**config.mk**
```make
export PLATFORM = sky130hd
export DESIGN_NAME = byte_reg_window
export DESIGN_NICKNAME = d
export VERILOG_FILES = /design/src/rtl/rbw_pkg.sv /design/src/rtl/rbw_decode.sv /design/src/rtl/rbw_regfile.sv /design/src/rtl/rbw_scratch.sv /design/src/rtl/byte_reg_window.sv
export SDC_FILE = /design/constraint.sdc
export NUM_CORES = 2
export LEC_CHECK = 0
export BUFFER_PORTS_ARGS = -buffer_cell sky130_fd_sc_hd__buf_2
export CAP_MARGIN = 10
export CORE_ASPECT_RATIO = 0.8
export CORE_MARGIN = 1
export CORE_UTILIZATION = 45
export CTS_CLUSTER_DIAMETER = 120
export DETAILED_ROUTE_END_ITERATION = 7
export SLEW_MARGIN = 20
export SYNTH_ARGS = -nofsm -noshare
export SYNTH_HDL_FRONTEND = slang
export SYNTH_SLANG_ARGS = --single-unit
```
**constraint.sdc**
```tcl
create_clock -name clk -period 12.6 [get_ports clk]
set_clock_uncertainty 0.2 [all_clocks]
set_input_delay 0.63 -clock clk [delete_from_list [all_inputs] [get_ports clk]]
set_output_delay 0.63 -clock clk [all_outputs]
set_load 0.005 [all_outputs]
```
**src/rtl/rbw_pkg.sv**
```systemverilog
package rbw_pkg;

  typedef enum logic [2:0] {
    ATTR_NONE     = 3'd0,
    ATTR_RO_CONST = 3'd1,
    ATTR_RO       = 3'd2,
    ATTR_WO       = 3'd3,
    ATTR_RW       = 3'd4
  } attr_e;

  localparam logic [7:0] ADR_PWR  = 8'h20;
  localparam logic [7:0] ADR_IDX  = 8'h60;
  localparam logic [7:0] ADR_PORT = 8'h61;

  function automatic attr_e attr_of(input logic [7:0] a);
    if (a == 8'h00 || a == 8'h01)
      return ATTR_RO_CONST;
    else if ((a >= 8'h08 && a <= 8'h14) || (a >= 8'h45 && a <= 8'h4A) ||
             a == 8'h4F || a == 8'h7F)
      return ATTR_RO;
    else if ((a >= 8'h20 && a <= 8'h23) || a == 8'h2D)
      return ATTR_WO;
    else if (a <= 8'h5A || a == ADR_IDX || a == ADR_PORT)
      return ATTR_RW;
    else
      return ATTR_NONE;
  endfunction

  function automatic logic hold_of(input logic [7:0] a);
    return (a == 8'h29) || (a == 8'h2D) || (a == 8'h4F) ||
           (a == ADR_IDX) || (a == ADR_PORT) || (a == 8'h7F);
  endfunction

endpackage

```
**src/rtl/rbw_decode.sv**
```systemverilog
module rbw_decode
  import rbw_pkg::*;
#(
  parameter int AW = 8
) (
  input  logic [AW-1:0] addr,
  output attr_e         attr,
  output logic          hold
);
  always_comb begin
    attr = attr_of(addr);
    hold = hold_of(addr);
  end

  always_comb begin
    // a location that does not exist is never a window register
    if (attr == ATTR_NONE) assert (!hold);
  end
endmodule

```
**src/rtl/rbw_regfile.sv**
```systemverilog
module rbw_regfile
  import rbw_pkg::*;
#(
  parameter int DW    = 8,
  parameter int DEPTH = 128,
  localparam int AW   = $clog2(DEPTH)
) (
  input  logic          clk,
  input  logic          rst,
  input  logic          we,
  input  logic [AW-1:0] addr,
  input  logic [DW-1:0] wdata,
  output logic [DW-1:0] rdata,
  output logic [DW-1:0] pwr_byte
);
  logic [DW-1:0] mem [DEPTH];

  always_ff @(posedge clk) begin
    if (rst) begin
      for (int i = 0; i < DEPTH; i++) mem[i] <= '0;
    end else if (we) begin
      mem[addr] <= wdata;
    end
  end

  assign rdata    = mem[addr];
  assign pwr_byte = mem[ADR_PWR[AW-1:0]];
endmodule

```
**src/rtl/rbw_scratch.sv**
```systemverilog
module rbw_scratch #(
  parameter int DW     = 8,
  parameter int DEPTH  = 200,
  localparam int IW    = $clog2(DEPTH)
) (
  input  logic          clk,
  input  logic          rst,
  input  logic          idx_load,
  input  logic [DW-1:0] idx_val,
  input  logic          port_wr,
  input  logic          port_rd,
  input  logic [DW-1:0] wdata,
  output logic [IW-1:0] idx_o,
  output logic [DW-1:0] rdata
);
  logic [DW-1:0] mem [DEPTH];
  logic [IW-1:0] idx_q;
  logic [IW-1:0] idx_nx;

  always_comb begin
    idx_nx = (idx_q == IW'(DEPTH - 1)) ? '0 : idx_q + 1'b1;
  end

  always_ff @(posedge clk) begin
    if (rst) begin
      idx_q <= '0;
      for (int i = 0; i < DEPTH; i++) mem[i] <= '0;
    end else begin
      if (port_wr) mem[idx_q] <= wdata;
      if (idx_load)
        idx_q <= (int'(idx_val) >= DEPTH) ? '0 : IW'(idx_val);
      else if (port_wr || port_rd)
        idx_q <= idx_nx;
    end
  end

  assign idx_o = idx_q;
  assign rdata = mem[idx_q];

  a_r3_idx_range: assert property (@(posedge clk) disable iff (rst)
    int'(idx_q) < DEPTH);

  a_r4_idx_step: assert property (@(posedge clk) disable iff (rst)
    (!idx_load && (port_wr || port_rd)) |=>
      (idx_q == (($past(idx_q) == IW'(DEPTH - 1)) ? '0 : $past(idx_q) + 1'b1)));

  a_r4_idx_keep: assert property (@(posedge clk) disable iff (rst)
    (!idx_load && !port_wr && !port_rd) |=> $stable(idx_q));
endmodule

```
**src/rtl/byte_reg_window.sv**
```systemverilog
module byte_reg_window
  import rbw_pkg::*;
#(
  parameter int          DW        = 8,
  parameter int          AW        = 8,
  parameter int          RF_DEPTH  = 128,
  parameter int          SCR_DEPTH = 200,
  parameter int          PWR_W     = 4,
  parameter logic [7:0]  VER_HI    = 8'h12,
  parameter logic [7:0]  VER_LO    = 8'h34,
  parameter logic [7:0]  WO_FILL   = 8'h00,
  parameter logic [7:0]  NONE_FILL = 8'hFF
) (
  input  logic             clk,
  input  logic             rst,
  input  logic             start_i,
  input  logic [AW-1:0]    addr_i,
  input  logic             wr_i,
  input  logic [DW-1:0]    wdata_i,
  input  logic             rd_i,
  output logic [DW-1:0]    rdata_o,
  output logic             rvalid_o,
  output logic [PWR_W-1:0] pwr_o
);
  localparam int RF_AW = $clog2(RF_DEPTH);
  localparam int IW    = $clog2(SCR_DEPTH);
  localparam logic [DW-1:0] PWR_MASK = DW'((1 << PWR_W) - 1);

  logic [AW-1:0] ptr_q, eff;
  attr_e         attr;
  logic          hold;
  logic          op, rd_go, is_idx, is_port, rf_we;
  logic [DW-1:0] rf_wdata, rf_rdata, pwr_byte, scr_rdata, rd_mux;
  logic [IW-1:0] idx;

  assign eff     = start_i ? addr_i : ptr_q;
  assign op      = wr_i || rd_i;
  assign rd_go   = rd_i && !wr_i;
  assign is_idx  = (eff == ADR_IDX);
  assign is_port = (eff == ADR_PORT);
  assign rf_we   = wr_i && ((attr == ATTR_RW && !is_idx && !is_port) || attr == ATTR_WO);
  assign rf_wdata = (eff == ADR_PWR) ? (wdata_i & PWR_MASK) : wdata_i;

  rbw_decode #(.AW(AW)) u_dec (
    .addr (eff),
    .attr (attr),
    .hold (hold)
  );

  rbw_regfile #(.DW(DW), .DEPTH(RF_DEPTH)) u_rf (
    .clk      (clk),
    .rst      (rst),
    .we       (rf_we),
    .addr     (eff[RF_AW-1:0]),
    .wdata    (rf_wdata),
    .rdata    (rf_rdata),
    .pwr_byte (pwr_byte)
  );

  rbw_scratch #(.DW(DW), .DEPTH(SCR_DEPTH)) u_scr (
    .clk      (clk),
    .rst      (rst),
    .idx_load (wr_i && is_idx),
    .idx_val  (wdata_i),
    .port_wr  (wr_i && is_port),
    .port_rd  (rd_go && is_port),
    .wdata    (wdata_i),
    .idx_o    (idx),
    .rdata    (scr_rdata)
  );

  always_comb begin
    unique case (attr)
      ATTR_NONE:     rd_mux = NONE_FILL;
      ATTR_WO:       rd_mux = WO_FILL;
      ATTR_RO_CONST: rd_mux = eff[0] ? VER_LO : VER_HI;
      ATTR_RO:       rd_mux = '0;
      default: begin
        if (is_idx)       rd_mux = DW'(idx);
        else if (is_port) rd_mux = scr_rdata;
        else              rd_mux = rf_rdata;
      end
    endcase
  end

  always_ff @(posedge clk) begin
    if (rst) begin
      ptr_q    <= '0;
      rdata_o  <= '0;
      rvalid_o <= 1'b0;
    end else begin
      if (op)           ptr_q <= hold ? eff : eff + 1'b1;
      else if (start_i) ptr_q <= addr_i;
      rvalid_o <= rd_go;
      if (rd_go) rdata_o <= rd_mux;
    end
  end

  assign pwr_o = pwr_byte[PWR_W-1:0];

  always_comb begin
    // bits above the power nibble never survive a write
    if (!rst) assert ((pwr_byte & ~PWR_MASK) == '0);
  end

  a_r1_advance: assert property (@(posedge clk) disable iff (rst)
    (op && !start_i && !hold_of(ptr_q)) |=> (ptr_q == $past(ptr_q) + 1'b1));

  a_r2_hold: assert property (@(posedge clk) disable iff (rst)
    (op && hold) |=> (ptr_q == $past(eff)));

  a_r9_start_load: assert property (@(posedge clk) disable iff (rst)
    (start_i && !op) |=> (ptr_q == $past(addr_i)));

  a_r10_wr_wins: assert property (@(posedge clk) disable iff (rst)
    (wr_i && rd_i) |=> !rvalid_o);

  a_r11_rvalid: assert property (@(posedge clk) disable iff (rst)
    (rd_i && !wr_i) |=> rvalid_o);

  a_r7_none_fill: assert property (@(posedge clk) disable iff (rst)
    (rd_go && attr == ATTR_NONE) |=> (rdata_o == NONE_FILL));
endmodule

```
Word level (Yosys, flattened, before mapping):

Memories as Yosys holds them, arrays and structs flattened. A register that Yosys moved wholly into a read port is not among the register bits.
Index checks and enable logic that the tools add are counted.

* register bits after elaboration: 25
* memory bits (writable): 2624
* logic and storage cells: 95
* memories: 2

* add/subtract/negate cells: 2
* magnitude comparators: 8
* equal/unequal tests: 13
* multiplexer cells: 32
* reduce and logical (&&, ||, !) cells: 34

Memories
* u_scr.mem: depth 200, bits a word 8, rd ports 1, clocked after memory_dff 1, write ports 200, line rbw_scratch.sv:16 `logic [DW-1:0] mem [DEPTH];`
* u_rf.mem: depth 128, bits a word 8, rd ports 2, clocked after memory_dff 0, write ports 128, line rbw_regfile.sv:16 `logic [DW-1:0] mem [DEPTH];`

Operators with widths (count)
* two-way mux 8 bit: 15
* == test 8 x 7 -> 1 bit (second input constant): 4
* == test 8 x 6 -> 1 bit (second input constant): 3
* case mux 8 bit (3 select lines): 1
* adder 8 x 1 -> 8 bit (second input constant): 2
* less-or-equal comparator 8 x 7 -> 1 bit (second input constant): 2
* OR reduction 8 bit: 2
* logical OR 1 bit: 15
* two-way mux 3 bit: 4
* logical AND 1 bit: 10
* two-way mux 1 bit: 10
* == test 8 x 1 -> 1 bit (second input constant): 1
* == test 8 bit (second input constant): 1
* >= comparator 8 x 4 -> 1 bit (second input constant): 1
* >= comparator 8 x 6 -> 1 bit (second input constant): 1
* >= comparator 8 x 7 -> 1 bit (second input constant): 1
* >= comparator 8 bit (second input constant): 1
* less-or-equal comparator 8 x 5 -> 1 bit (second input constant): 1
* less-or-equal comparator 8 x 6 -> 1 bit (second input constant): 1
* logical NOT 8 bit: 1
* two-way mux 7 bit: 1
* == test 3 x 2 -> 1 bit (second input constant): 2
* two-way mux 6 bit: 1
* == test 3 x 1 -> 1 bit (second input constant): 1
* other kinds (5): 7

Depth between registers and ports, before layout:

* depth after elaboration: 18
* depth in mapped cells: 20
* mapped depth without buffers: 11

Hierarchy:

A second synthesis with hierarchy kept.

* cell total of the unflattened synthesis: 9974
* area, all modules: 142624.3 µm²

Modules (own cells, without submodules)
* rbw_scratch: instances 1, cells an instance 5944, area an instance 92790.2 µm², seq. area each 61819.3 µm²
* rbw_regfile: instances 1, cells an instance 3831, area an instance 48345.1 µm², seq. area each 30749.5 µm²
* byte_reg_window: instances 1, cells an instance 155, area an instance 1182.4 µm², seq. area each 340.3 µm²
* rbw_decode: instances 1, cells an instance 44, area an instance 306.5 µm², seq. area each 0.0 µm²

Worst setup path before layout:

No wires, ideal clock.

* path type: in2reg
* start point: in start_i
* end point: mem u_rf.mem[20][0] (enable)
* setup time: 0.375 ns
* arrival time: 4.466 ns
* data required time: 12.025 ns
* path slack: 7.560 ns
* cell stages on the path: 18
* buffers on the path: 8
* path through: buf_4 -> buf_6 -> mux2i_4 -> inv_1 -> buf_2 -> buf_6 -> buf_2 -> buf_2 -> buf_2 -> ha_1 -> inv_1 -> a21oi_1 -> o31ai_1 -> o211ai_1 -> nor4_4 -> nand2_1 -> clkbuf_1 -> o21bai_1

RTL lines
* start, declared: line byte_reg_window.sv:16 `input logic start_i,`
* end, declared: line rbw_regfile.sv:16

==> metrics.csv <==
metric,value,unit
DP Wirelength,268,mm
Final Power,21.8,mW
Fill cells,24900,
layout cells sized above 1,15.2,%
hold slack final,0.0233,ns
"Slew Viols, Final",0,
fin util,50.0,%
initial antenna violation count,45,
post-CTS setup buffer count,0,
Crit path largest cell delay,1.12,ns
final setup fails,0,
initial drt markers,14100,
Crit Path Max Fanout,73,
biggest area consumer among synthesized cells,edfxtp_1,
drt drc,0,
vias in the first global route,81600,
final hold viol count,0,
Synth cell types,89,
element type at the critical path end,flop,
Worst Path Buf+Inv,3,
Hold Crit Class,input port to flop,
number of synthesized flops with an enable pin,3016,
Syn Inst Count,9171,
crit path time final,5.82,ns
Worst setup SP type,flop,
worst r2r path cells,11,
first-pass GRT wire length,620,mm
WHS Path Cells,1,
status,"complete, no violations",
largest cells by area after synthesis,"edfxtp_1 67%, mux4_2 9.0%, and3_1 7.6%",
LEAKAGE,55.9,nW
power per cell area,146,mW/mm^2
Pre-antenna DRT Iters,8,
gr ovfl total,0,
highest clock rate,0.172,GHz
Required @ worst endpoint,13.22,ns
die area,0.304,sq mm
Total Routing Usage GR,28.3,%
routed vias,86300,
CP Depth,11,
Comb pwr share,6.3,%
RSZ-0062 raised after global routing,no,
Worst-path clk slew,0.07,ns
top_reg_cell synth,edfxtp_1,
Avg Synthesized Cell Area,14.8,sq um
Chip Height,493,um
area of the core,0.299,sq mm
Routed WL,440,mm
# rows,179,
Initial Util,45.4,%
post-synthesis cell area,0.136,sq mm
critical path's slowest cell,nor4_1,
Max VDD drop,0.111,mV
slew margin rel.,8.70,%
chip width,616,um
Synth Warn #,0,
worst path cell trace,buf_12 -> buf_4 -> buf_4 -> mux4_2 -> mux4_2 -> mux2i_1 -> a22o_1 -> nor4_1 -> a211oi_1 -> nand2_1 -> a22o_1,
CTS Root Cell,clkbuf_16,
Setup TNS,0,ns
Synth top area share,66.8,%
CTS Buf Count,309,
port buffer count,33,
fin nets,9027,
Psw,5.07,mW
Worst path top cell family by delay,buffers and inverters,
switch share,23.2,%
#FFs+latches synth,3049,
deepest clock path buffer count,4,
Crit path arrival time,6.45,ns
max-cap violations,0,
largest net degree at the start of global routing,185,
Synth async-reset ratio,0,%
worst-skew pair later-pin latency,0.89,ns
Final period util,46.2,%
internal power,16.7,mW
CTS H-Tree Depth,5,
Routed WL per cell,33.3,um
sequential share of the synthesized area,67.2,%
CTS tree,done,
Reg power frac,53.4,%
I/O pin count,34,
Area Growth Syn to Fin,10.1,%
Clock Sinks,3049,
Vias per Instance,6.52,
clock share of power,40.4,%
Slew @ Worst Pin,1.36,ns
Detail Route Antenna Nets,0,
hold_sp,rst,
WS Path Type,flop to flop,
GP Congestion,0.961,
-- cells by family (layout without fill, tap and decap cells) --
group	Yosys count	in the layout	synth area share [%]
AO/OA/AOI/OAI	1102	1102	6.01
XOR/XNOR	6	6	0.0387
adder cells (fa/ha/maj)	8	8	0.0738
buffers and inverters	1126	835	3.40
flip-flops	3049	3049	67.2
multiplexers	756	756	10.7
other	1	374	0.00276
AND/OR/NAND/NOR	3123	3123	12.6
-- worst reg2reg max path, delay by kind of cell, from the launching register on --
family | cells | cell delay (ns)
AOI/OAI and AO/OA | 3 | 0.51
buffers and inverters | 3 | 2.01
and+or+nand+nor | 2 | 1.36
muxes | 3 | 1.01
DFF | 1 | 0.67
-- metrics by stage --
stage / std cells / cell area (sq um) / setup WS (ns)
after floorplan: 9526 / 137000 / 7.56
after global placement: 12700 / 140000 / 5.26
after detailed placement: 12700 / 140000 / 6.36
after CTS: 13200 / 149000 / 6.76
after global routing: 13200 / 149000 / 6.50
final: 13200 / 149000 / 6.78
-- routing by layer --
| layer | track usage, % | vias to the layer above | part of all wire [%] |
|---|---|---|---|
| met5 | 0 | - | 0.024 |
| met3 | 6.88 | 947 | 12 |
| met4 | 10.5 | 16 | 4.2 |
| li1 | - | 35200 | - |
| met1 | 41.2 | 44400 | 40 |
| met2 | 41.3 | 5770 | 44 |
-- synth_stat cells (32+ instances only) --
cell	count
a21o_1	208
a21oi_1	97
a221oi_1	91
a222oi_1	48
a22o_1	36
a22oi_1	211
a31oi_1	44
and2_1	86
and3_1	1651
buf_1	40
buf_2	127
buf_4	45
clkbuf_1	891
dfxtp_1	33
edfxtp_1	3016
mux2_2	74
mux2i_1	137
mux4_2	543
nand2_1	366
nand2b_1	37
nand3_1	73
nand4_1	32
nor2_1	648
nor3_1	83
o21ai_0	108
o21bai_1	48
o22ai_1	34
-- repair_timing --
action | in CTS | in global routing
hold buffers | 1 | 0
gates resized for setup | 0 | 0
hold endpoints to repair | 12 | 0
-- final timing paths --
check | to | slack (ns)
setup / recovery | rdata_o[5] | 6.78
hold / removal | u_rf.mem[114][5] | 0.02
hold reg to reg | flop | 0.38
setup reg to reg | rdata_o[5] | 6.78
-- cell usage in the layout, fill, tap and decap left out, types with 16 or more instances in the layout --
master,count
clkbuf_1,83
mux2i_1,136
a222oi_1,48
o22ai_1,33
o211ai_1,21
edfxtp_1,3016
clkbuf_16,320
nand3_1,73
and3_1,1647
o21bai_1,47
nor2_1,630
dfxtp_1,26
nand2b_1,37
a31oi_1,44
buf_4,224
a22o_1,36
nor2b_1,16
and4_1,16
and2_1,71
o221ai_1,18
clkinv_2,41
a221oi_1,91
diode_2,18
buf_2,25
or2_2,21
nand2_1,359
a22oi_1,211
a211oi_1,23
clkinv_1,75
mux4_2,543
a21oi_1,97
mux2_2,73
conb_1,356
o21ai_0,108
a21o_1,208
nand4_1,32
nor3_1,81
a32oi_1,17
-- state kept, by name, indices dropped and copies added (netlist names), named ones only --
name and count:
rdata_o 8, rvalid_o 1, u_scr.idx_o 8, u_scr.mem 2048, ptr_q 8, u_rf.mem 968
-- cell type report --
cell class / count / area [sq um] / share of cell area [%]
Clock buffer: 406 / 8360 / 5.60
Multi-Input combinational cell: 5351 / 41500 / 27.8
Tap cell: 3982 / 4980 / 3.33
Inverter: 14 / 60.1 / 0.0402
Antenna cell: 18 / 45.0 / 0.0301
Timing Repair Buffer: 273 / 2220 / 1.48
Sequential cell: 3049 / 91200 / 61.1
Clock inverter: 142 / 980 / 0.656
-- power by group through the flow --
stage	Clock [mW]	Combinational (mW)	Sequential [mW]
2_1_floorplan	0	0.729	11.8
3_3_place_gp	0	1.30	11.8
3_5_place_dp	0	1.32	11.8
4_1_cts	8.88	1.32	11.6
5_1_grt	9.24	1.40	11.7
6_report	8.80	1.37	11.6
(Power assumes the default switching activity.)
